### src/rtl/bt_pkg.sv
package bt_pkg;
  // Which of the two tile buffers a pointer selects.
  typedef enum logic {BANK_A = 1'b0, BANK_B = 1'b1} bt_bank_e;

  function automatic bt_bank_e bt_flip(input bt_bank_e b);
    return (b == BANK_A) ? BANK_B : BANK_A;
  endfunction
endpackage

### src/rtl/bt_tile_buf.sv
module bt_tile_buf #(
  parameter int N = 32,
  localparam int AW = $clog2(N)
) (
  input  logic          clk,
  input  logic          we,
  input  logic [AW-1:0] waddr,
  input  logic [N-1:0]  wdata,
  input  logic [AW-1:0] raddr,
  output logic [N-1:0]  rcol
);
  // One row per input word; a read gathers one bit column.
  logic [N-1:0] rows [N];

  always_ff @(posedge clk) begin
    if (we) rows[waddr] <= wdata;
  end

  always_comb begin
    for (int r = 0; r < N; r++) rcol[r] = rows[r][raddr];
  end
endmodule

### src/rtl/bt_wr_ctrl.sv
module bt_wr_ctrl #(
  parameter int N = 32,
  localparam int AW = $clog2(N)
) (
  input  logic             clk,
  input  logic             rst,
  input  logic             accept,
  output bt_pkg::bt_bank_e wbank,
  output logic [AW-1:0]    wptr,
  output logic             tile_done
);
  import bt_pkg::*;
  localparam logic [AW-1:0] LAST = AW'(N - 1);

  assign tile_done = accept && (wptr == LAST);

  always_ff @(posedge clk) begin
    if (rst) begin
      wptr  <= '0;
      wbank <= BANK_A;
    end else if (accept) begin
      if (wptr == LAST) begin
        wptr  <= '0;
        wbank <= bt_flip(wbank);
      end else begin
        wptr <= wptr + 1'b1;
      end
    end
  end

  AST_WBANK_ON_BOUNDARY: assert property (@(posedge clk) disable iff (rst)
    (wbank != $past(wbank)) |-> (wptr == '0)) else $error("bank switch off boundary");
endmodule

### src/rtl/bt_rd_ctrl.sv
module bt_rd_ctrl #(
  parameter int N = 32,
  localparam int AW = $clog2(N)
) (
  input  logic             clk,
  input  logic             rst,
  input  logic             take,
  output bt_pkg::bt_bank_e rbank,
  output logic [AW-1:0]    rptr,
  output logic             tile_end
);
  import bt_pkg::*;
  localparam logic [AW-1:0] LAST = AW'(N - 1);

  assign tile_end = (rptr == LAST);

  always_ff @(posedge clk) begin
    if (rst) begin
      rptr  <= '0;
      rbank <= BANK_A;
    end else if (take) begin
      if (tile_end) begin
        rptr  <= '0;
        rbank <= bt_flip(rbank);
      end else begin
        rptr <= rptr + 1'b1;
      end
    end
  end

  AST_RPTR_HOLD: assert property (@(posedge clk) disable iff (rst)
    !take |=> $stable(rptr) && $stable(rbank)) else $error("read pointer moved without transfer");
endmodule

### src/rtl/bt_occupancy.sv
module bt_occupancy (
  input  logic             clk,
  input  logic             rst,
  input  logic             fill_set,
  input  bt_pkg::bt_bank_e fill_bank,
  input  logic             drain_clr,
  input  bt_pkg::bt_bank_e drain_bank,
  output logic [1:0]       full
);
  import bt_pkg::*;
  logic fb, db;
  assign fb = (fill_bank == BANK_B);
  assign db = (drain_bank == BANK_B);

  always_ff @(posedge clk) begin
    if (rst) begin
      full <= 2'b00;
    end else begin
      for (int b = 0; b < 2; b++) begin
        if (fill_set && (fb == b[0]))       full[b] <= 1'b1;
        else if (drain_clr && (db == b[0])) full[b] <= 1'b0;
      end
    end
  end

  AST_NO_OVERFILL: assert property (@(posedge clk) disable iff (rst)
    fill_set |-> !full[fb]) else $error("tile written into a full buffer");
  AST_NO_UNDERRUN: assert property (@(posedge clk) disable iff (rst)
    drain_clr |-> full[db]) else $error("drained an empty buffer");
endmodule

### src/rtl/bitmat_transposer.sv
module bitmat_transposer #(
  parameter int N = 32
) (
  input  logic         clk,
  input  logic         rst,
  input  logic         in_valid,
  output logic         in_ready,
  input  logic [N-1:0] in_data,
  output logic         out_valid,
  input  logic         out_ready,
  output logic [N-1:0] out_data,
  output logic         out_last
);
  import bt_pkg::*;
  localparam int AW = $clog2(N);

  bt_bank_e      wbank, rbank;
  logic [AW-1:0] wptr, rptr;
  logic          accept, take, tile_done, tile_end;
  logic [1:0]    full;
  logic [N-1:0]  col [2];

  assign in_ready  = !full[wbank == BANK_B];
  assign out_valid = full[rbank == BANK_B];
  assign accept    = in_valid && in_ready;
  assign take      = out_valid && out_ready;
  assign out_data  = col[rbank == BANK_B];
  assign out_last  = out_valid && tile_end;

  bt_wr_ctrl #(.N(N)) u_wr (
    .clk(clk), .rst(rst), .accept(accept),
    .wbank(wbank), .wptr(wptr), .tile_done(tile_done)
  );

  bt_rd_ctrl #(.N(N)) u_rd (
    .clk(clk), .rst(rst), .take(take),
    .rbank(rbank), .rptr(rptr), .tile_end(tile_end)
  );

  bt_occupancy u_occ (
    .clk(clk), .rst(rst),
    .fill_set(tile_done), .fill_bank(wbank),
    .drain_clr(take && tile_end), .drain_bank(rbank),
    .full(full)
  );

  for (genvar g = 0; g < 2; g++) begin : g_buf
    bt_tile_buf #(.N(N)) u_buf (
      .clk(clk),
      .we(accept && ((wbank == BANK_B) == g[0])),
      .waddr(wptr), .wdata(in_data),
      .raddr(rptr), .rcol(col[g])
    );
  end

  AST_STALL_HOLD: assert property (@(posedge clk) disable iff (rst)
    (out_valid && !out_ready) |=> out_valid && $stable(out_data) && $stable(out_last))
    else $error("output changed while stalled");
  AST_BLOCK_NEEDS_TILE: assert property (@(posedge clk) disable iff (rst)
    !in_ready |-> out_valid) else $error("input blocked with nothing to drain");
  AST_LAST_SPACING: assert property (@(posedge clk) disable iff (rst)
    (take && out_last) |=> !out_last) else $error("tile marker on consecutive words");
  AST_RESET_EMPTY: assert property (@(posedge clk)
    rst |=> !out_valid && in_ready) else $error("reset left data behind");
endmodule

### config.mk
export PLATFORM = sky130hd
export DESIGN_NAME = bitmat_transposer
export DESIGN_NICKNAME = d
export VERILOG_FILES = /design/src/rtl/bt_pkg.sv /design/src/rtl/bt_tile_buf.sv /design/src/rtl/bt_wr_ctrl.sv /design/src/rtl/bt_rd_ctrl.sv /design/src/rtl/bt_occupancy.sv /design/src/rtl/bitmat_transposer.sv
export SDC_FILE = /design/constraint.sdc
export NUM_CORES = 2
export LEC_CHECK = 0
export CORE_MARGIN = 4
export CORE_UTILIZATION = 60
export CTS_CLUSTER_DIAMETER = 30
export CTS_CLUSTER_SIZE = 10
export DETAILED_ROUTE_END_ITERATION = 8
export PLACE_DENSITY = 0.76
export SLEW_MARGIN = 40
export SYNTH_ARGS = -nofsm -noshare
export SYNTH_HDL_FRONTEND = slang
export SYNTH_SLANG_ARGS = --single-unit
export TNS_END_PERCENT = 5
### constraint.sdc
create_clock -name clk -period 4.3 [get_ports clk]
set_clock_uncertainty 0.05 [all_clocks]
set_input_delay 1.29 -clock clk [delete_from_list [all_inputs] [get_ports clk]]
set_output_delay 1.29 -clock clk [all_outputs]
set_load 0.005 [all_outputs]
# Word-level counts from Yosys, hierarchy flattened
# Memories as Yosys holds them, arrays and structs flattened.
# Index checks and enable logic that the tools add are counted.
# op_classes
n_addsub	2
order_cmp	4
n_eq_ne	2
n_mux	147
bitwise	3
reduce_logical	16
# op_table
operator	count
1-bit binary-select mux with 5-bit select	64
32-bit 2-to-1 mux	3
1-bit 2-to-1 mux	78
1-bit logical AND	11
5-bit by 1-bit adder with 5-bit output, second input constant	2
5-bit == test, second input constant	2
5-bit 2-to-1 mux	2
5-bit by 6-bit < comparator with 1-bit output, second input constant	1
1-bit by 2-bit < comparator with 1-bit output, second input constant	2
2-bit AND reduction	2
2-bit nonzero test	2
2-bit >= comparator, second input constant	1
1-bit inverter	2
1-bit inverter with 2-bit output	1
1-bit logical NOT	1
# totals
register_bits	14
mem_bits_rw	2048
output_inout_bits	35
word_cells	182
memories	2
# memory_table
name	depth	width	read_ports	rd_clocked_by_memory_dff	wr	line_no	source
g_buf[0].u_buf.rows	32	32	32	0	1	bt_tile_buf.sv:13	logic [N-1:0] rows [N];
g_buf[1].u_buf.rows	32	32	32	0	1	bt_tile_buf.sv:13	

# Depth between registers and ports, before layout
# depth
depth_word	7
ltp_mapped	11
mapped_depth_nobuf	7

# Modules after synthesis
# A second synthesis with hierarchy kept.
# unflattened
hier_cells	4569
hier_area_um2	80878.8
# by_module_without_submodules
module	instances	cells_per_inst	area_each_um2	seq_area_each_um2
bt_tile_buf	2	2228	39875.7	30749.5
bitmat_transposer	1	45	478.0	0.0
bt_rd_ctrl	1	31	285.3	120.1
bt_wr_ctrl	1	28	279.0	120.1
bt_occupancy	1	9	85.1	40.0

# Least setup slack after synthesis
# No wires, ideal clock.
# synth_timing
kind	input to register
from	input in_valid
to	memory g_buf[0].u_buf.rows[12][0] (enable)
setup_ns	0.421
arrival_time_ns	3.218
required_ns	3.829
setup_slack_ns	0.611
path_stages	3
path_cell_list	clkbuf_1 nand3_1 nor2_1
# synth_between
elab_chain_len	4
# synth_lines
element	line_no	source
start: declaration	bitmat_transposer.sv:6	input logic in_valid,
1-bit logical AND	bitmat_transposer.sv:25	assign accept = in_valid && in_ready;
1-bit logical AND	bitmat_transposer.sv:50	.we(accept && ((wbank == BANK_B) == g[0])),
1-bit 2-to-1 mux	bt_tile_buf.sv:16	if (we) rows[waddr] <= wdata;
1-bit 2-to-1 mux (implied by the code)	bt_tile_buf.sv:16	
end: declaration	bt_tile_buf.sv:13	
# Every way passes these cells.

# Worst setup path in the final report
# layout_timing
from	register u_rd.rptr[0]
to	output out_data[1]
# layout_between
elab_chain_len	5
word_cells_on_any_way	7
classes_between	mux: 7
# layout_lines
element	line_no	source
start: declaration	bt_rd_ctrl.sv:9	output logic [AW-1:0] rptr,
start signal: assignment	bt_rd_ctrl.sv:26	rptr <= rptr + 1'b1;
1-bit binary-select mux with 5-bit select	bt_tile_buf.sv:20	for (int r = 0; r < N; r++) rcol[r] = rows[r][raddr];
1-bit 2-to-1 mux (implied by the code)	bt_tile_buf.sv:20	
32-bit 2-to-1 mux (implied by the code) (*) (3 in series)	bitmat_transposer.sv:27	assign out_data = col[rbank == BANK_B];
end: declaration	bitmat_transposer.sv:11	output logic [N-1:0] out_data,
# Every way passes the cells marked *; elsewhere a longest branch is shown, timed or not. The select of a mux whose other input is x is not followed.

==> summary.md <==
| Metric | Value |
|---|---|
| Fin. max-slew vios | 0 |
| Stages on worst setup path | 9 |
| CP max-delay cell | sky130_fd_sc_hd__mux4_2 |
| Std cell rows | 133 |
| Post-route antenna net violation count | 0 |
| Critical path class | register to output pin |
| Residual DRC count | 0 |
| Setup slack after layout | -0.716 ns |
| Minimum period implied by the final worst setup slack | approximately 5 ns |
| Worst setup path endpoint | out_data[1] |
| Clock Latency Late Sink | 0.92 ns |
| Final Hold Fails | 0 |
| Fraction of registers with async set/reset | 0% |
| Maximum fanout along the worst path | 13 |
| Violations in the final reports | negative setup slack |
| Avg WL per Cell | 41.5 um |
| Antenna violations before repair | 15 |
| Fraction of final layout cells sized beyond drive strength 1 | 37.8% |
| Reg-to-Reg Start | u_rd.rbank$_SDFFE_PP0N_ |
| Area share of the largest cell type after synthesis | 77.7% |
| PortBufs | 70 |
| H-tree levels | 5 |
| Top post-synthesis cells by area | sky130_fd_sc_hd__edfxtp_1, sky130_fd_sc_hd__mux4_2, sky130_fd_sc_hd__mux2i_1 |
| Number of nets in the synthesized netlist | 3506 |
| Placed wire-length estimate after detailed placement | 107000 um |
| Netlist area before placement | 79100 sq um |
| Total GRT Usage | 37.0% |
| Setup repair after global routing missed its margin | true |
| Synthesis Warnings | 0 |
| Worst path buffer plus inverter count | 4 |
| Pwr Total | 51.0 mW |
| Most area-hungry cell type in the Yosys netlist | sky130_fd_sc_hd__edfxtp_1 |
| Effective utilization at floorplan | between 60% and 70% |
| Drt first pass iters | 5 |
| Max-Cap Viols | 0 |
| Clock Sink Count | 2062 |
| Finish-stage setup viols | 33 |
| Number of fill cells in the layout | 6330 |
| Global route overflow | 0 |
| Reg-to-reg endpoint | u_rd.rptr[2]$_SDFFE_PP0N_ |
| Vias in the first global route | 46600 |
| Die span in y | 371 um |
| Commonest register cell after synthesis | sky130_fd_sc_hd__edfxtp_1 |
| Cells on worst reg2reg path | 5 |
| Maximum VDD drop | 0.557 mV |
| CTS tree | yes |
| Drt total wl | 253000 um |
| Ports placed on the boundary | about 70 |
| Number of flops mapped to enable cells by yosys | 2048 |
| Final Net Count | a little over 4000 |
| Register-to-register setup slack | 1.56 ns |
| Post-synthesis cell count | 3463 |
| Standby leakage power | 30.7 nW |
| Post-synthesis sequential element count | a little over 2000 |
| Count of inserted antenna diode cells | 0 |
| Via count | 44200 |
| Period utilization | 117% |
| Cell with the most instances after synthesis | sky130_fd_sc_hd__edfxtp_1 |
| Average size of a mapped cell | 22.9 sq um |
| Number of CTS-inserted buffers | about 360 |
| Overall die width | approximately 370 um |
| Ordered list of cells on the worst path | buf_4, buf_12, buf_16, mux4_2, mux2i_1, nor2_1, a2111oi_4, o32ai_4, dlygate4sd2_1 |
| Worst hold-check slack | around 0.55 ns |
| Total power per unit cell area | between 500 and 600 nW/um^2 |
| Hold Path Class | register to register |
| Family with the most delay on the worst path | buffers and inverters |
| Area Growth Syn to Fin | 23.6% |
| Worst setup SP type | register |
| Maximum count of clock buffers along a single path | 4 |
| Final RePlAce weighted congestion | 0.779 |
| Highest Clock Rate | 199 MHz |
| Worst Path Required | around 3 ns |
| Result of the run | complete, but fails checks |
| Maximum number of pins on one net before global-route repair | 65 |
| Die footprint | between 100000 and 150000 sq um |
| Per-cell via count in the routed design | roughly 7.3 |
| Biggest cell delay along the critical path | around 0.52 ns |
| Count of cell types in the netlist | between 50 and 60 |
| Violation count after the first detailed-routing iteration | 7507 |
| Arrival time of data at the critical path endpoint | 3.68 ns |
| Max-slew headroom | 37.1% |
| Portion of the post-synthesis area used by sequential elements | 78.1% |
| Buffer cell driving the clock tree root | sky130_fd_sc_hd__clkbuf_16 |
| Most frequent cells after synthesis | sky130_fd_sc_hd__edfxtp_1, sky130_fd_sc_hd__mux4_2, sky130_fd_sc_hd__mux2i_1 |
| CTS clock-pin slew for the worst setup and hold paths | about 0.050 ns |
| Type of element capturing the critical path | output pin |
| Global-route wire length before repair | 353000 um |
| Transition at the pin with the smallest max-transition slack | 0.944 ns |
| Timing startpoint of the critical path | u_rd.rptr[0]$_SDFFE_PP0N_ |
| Standard cell core area | 131000 sq um |
[layout make-up]
| type | instances | area [sq um] | area share, % |
|---|---|---|---|
| flip-flops and latches | 2062 | 61800 | 63.2 |
| repair buffers | 434 | 4990 | 5.10 |
| multi-input cells | 1200 | 17200 | 17.6 |
| clock buffers | 408 | 9230 | 9.43 |
| well taps | 1755 | 2200 | 2.24 |
| inverters | 4 | 16.3 | 0.0166 |
| clock inverters | 217 | 2430 | 2.48 |
[cell usage in the layout (no fill, tap or decap), types with 8 or more instances in the layout]
| master | n |
|---|---|
| sky130_fd_sc_hd__a211o_1 | 21 |
| sky130_fd_sc_hd__buf_2 | 16 |
| sky130_fd_sc_hd__a2111oi_2 | 15 |
| sky130_fd_sc_hd__clkbuf_1 | 46 |
| sky130_fd_sc_hd__o221ai_1 | 8 |
| sky130_fd_sc_hd__clkinv_4 | 21 |
| sky130_fd_sc_hd__clkbuf_16 | 362 |
| sky130_fd_sc_hd__nor2_2 | 74 |
| sky130_fd_sc_hd__buf_16 | 28 |
| sky130_fd_sc_hd__nand3_1 | 15 |
| sky130_fd_sc_hd__clkinv_1 | 37 |
| sky130_fd_sc_hd__buf_12 | 71 |
| sky130_fd_sc_hd__a22oi_1 | 10 |
| sky130_fd_sc_hd__clkinv_2 | 44 |
| sky130_fd_sc_hd__mux2i_1 | 218 |
| sky130_fd_sc_hd__o31ai_2 | 8 |
| sky130_fd_sc_hd__buf_6 | 30 |
| sky130_fd_sc_hd__nand2_1 | 17 |
| sky130_fd_sc_hd__nor2_1 | 87 |
| sky130_fd_sc_hd__clkinvlp_4 | 44 |
| sky130_fd_sc_hd__mux4_2 | 491 |
| sky130_fd_sc_hd__bufinv_16 | 42 |
| sky130_fd_sc_hd__edfxtp_1 | 2048 |
| sky130_fd_sc_hd__dfxtp_1 | 8 |
| sky130_fd_sc_hd__a2111oi_4 | 15 |
| sky130_fd_sc_hd__o21ai_1 | 12 |
| sky130_fd_sc_hd__a21oi_1 | 18 |
| sky130_fd_sc_hd__inv_6 | 26 |
| sky130_fd_sc_hd__buf_4 | 256 |
| sky130_fd_sc_hd__o22ai_1 | 47 |
| sky130_fd_sc_hd__o221ai_2 | 9 |
[logic make-up after synthesis]
logic type      synth area share, %
flops                          78.1
mux                            16.9
simple gates                   1.31
compound gates                 2.15
buf+inv                        1.47
fa+ha+maj                     0.111
xor+xnor                     0.0221
[power breakdown]
group          total, mW  leakage [nW]  switching (mW)  internal [mW]
Combinational      0.875          6.56           0.764          0.111
Clock               27.9          5.58            10.0           17.9
Sequential          22.2          18.5          0.0209           22.2
Total               51.0          30.7            10.8           40.2
[timing repair]
action,CTS,global route
gates resized for setup,273,63
setup endpoints to repair,34,33
pin swaps,28,18
hold buffers,0,0
gates cloned,16,0
buffers inserted,61,7
[routing by layer]
layer | GRT usage [%] | up-vias | part of all wire, %
met5 | 0 | - | 0.023
met4 | 21.1 | 8 | 6.4
met3 | 10.5 | 1066 | 14
met2 | 59.1 | 4623 | 49
met1 | 46.2 | 22400 | 31
li1 | - | 16100 | -
[flip-flops by register name, summed over array words and instances (netlist names)]
signal / cells
u_wr.wptr: 5
u_occ.full: 2
u_rd.rbank: 1
u_wr.wbank: 1
g_buf.u_buf.rows: 2048
u_rd.rptr: 5
[how the worst min path moves through the flow]
stage / startpoint / endpoint / cells past startpoint / slack [ns]
global route: u_occ.full[0]$_SDFFE_PP0P_ / u_occ.full[0]$_SDFFE_PP0P_ / 2 / 0.55
finish: u_occ.full[0]$_SDFFE_PP0P_ / u_occ.full[0]$_SDFFE_PP0P_ / 2 / 0.55
CTS: u_occ.full[0]$_SDFFE_PP0P_ / u_occ.full[0]$_SDFFE_PP0P_ / 2 / 0.50
detailed placement: u_occ.full[0]$_SDFFE_PP0P_ / u_occ.full[0]$_SDFFE_PP0P_ / 2 / 0.49
global placement: u_occ.full[0]$_SDFFE_PP0P_ / u_occ.full[0]$_SDFFE_PP0P_ / 2 / 0.48
floorplan: u_occ.full[0]$_SDFFE_PP0P_ / u_occ.full[0]$_SDFFE_PP0P_ / 2 / 0.45
[worst register-to-register path: cells and delay by family, from the launching register on]
family,cells,cell delay (ns)
and+or+nand+nor,2,0.90
DFF,1,0.80
buffers and inverters,1,0.38
muxes,1,0.32
AOI/OAI and AO/OA,1,0.18
[metrics by stage]
step | util [%] | std cells | area [sq um] | TNS, ns | worst slack, ns
final | 74.5 | 6080 | 97900 | -16.85 | -0.716
after global routing | 74.5 | 6080 | 97900 | -18.61 | -0.717
after detailed placement | 64.0 | 5370 | 84000 | -0.660 | -0.130
after global placement | 64.0 | 5369 | 84000 | -0.713 | -0.149
after floorplan | - | 3463 | 79100 | 0 | 0.611
after CTS | 74.2 | 6072 | 97500 | -15.98 | -0.600
(Power assumes the default switching activity.)
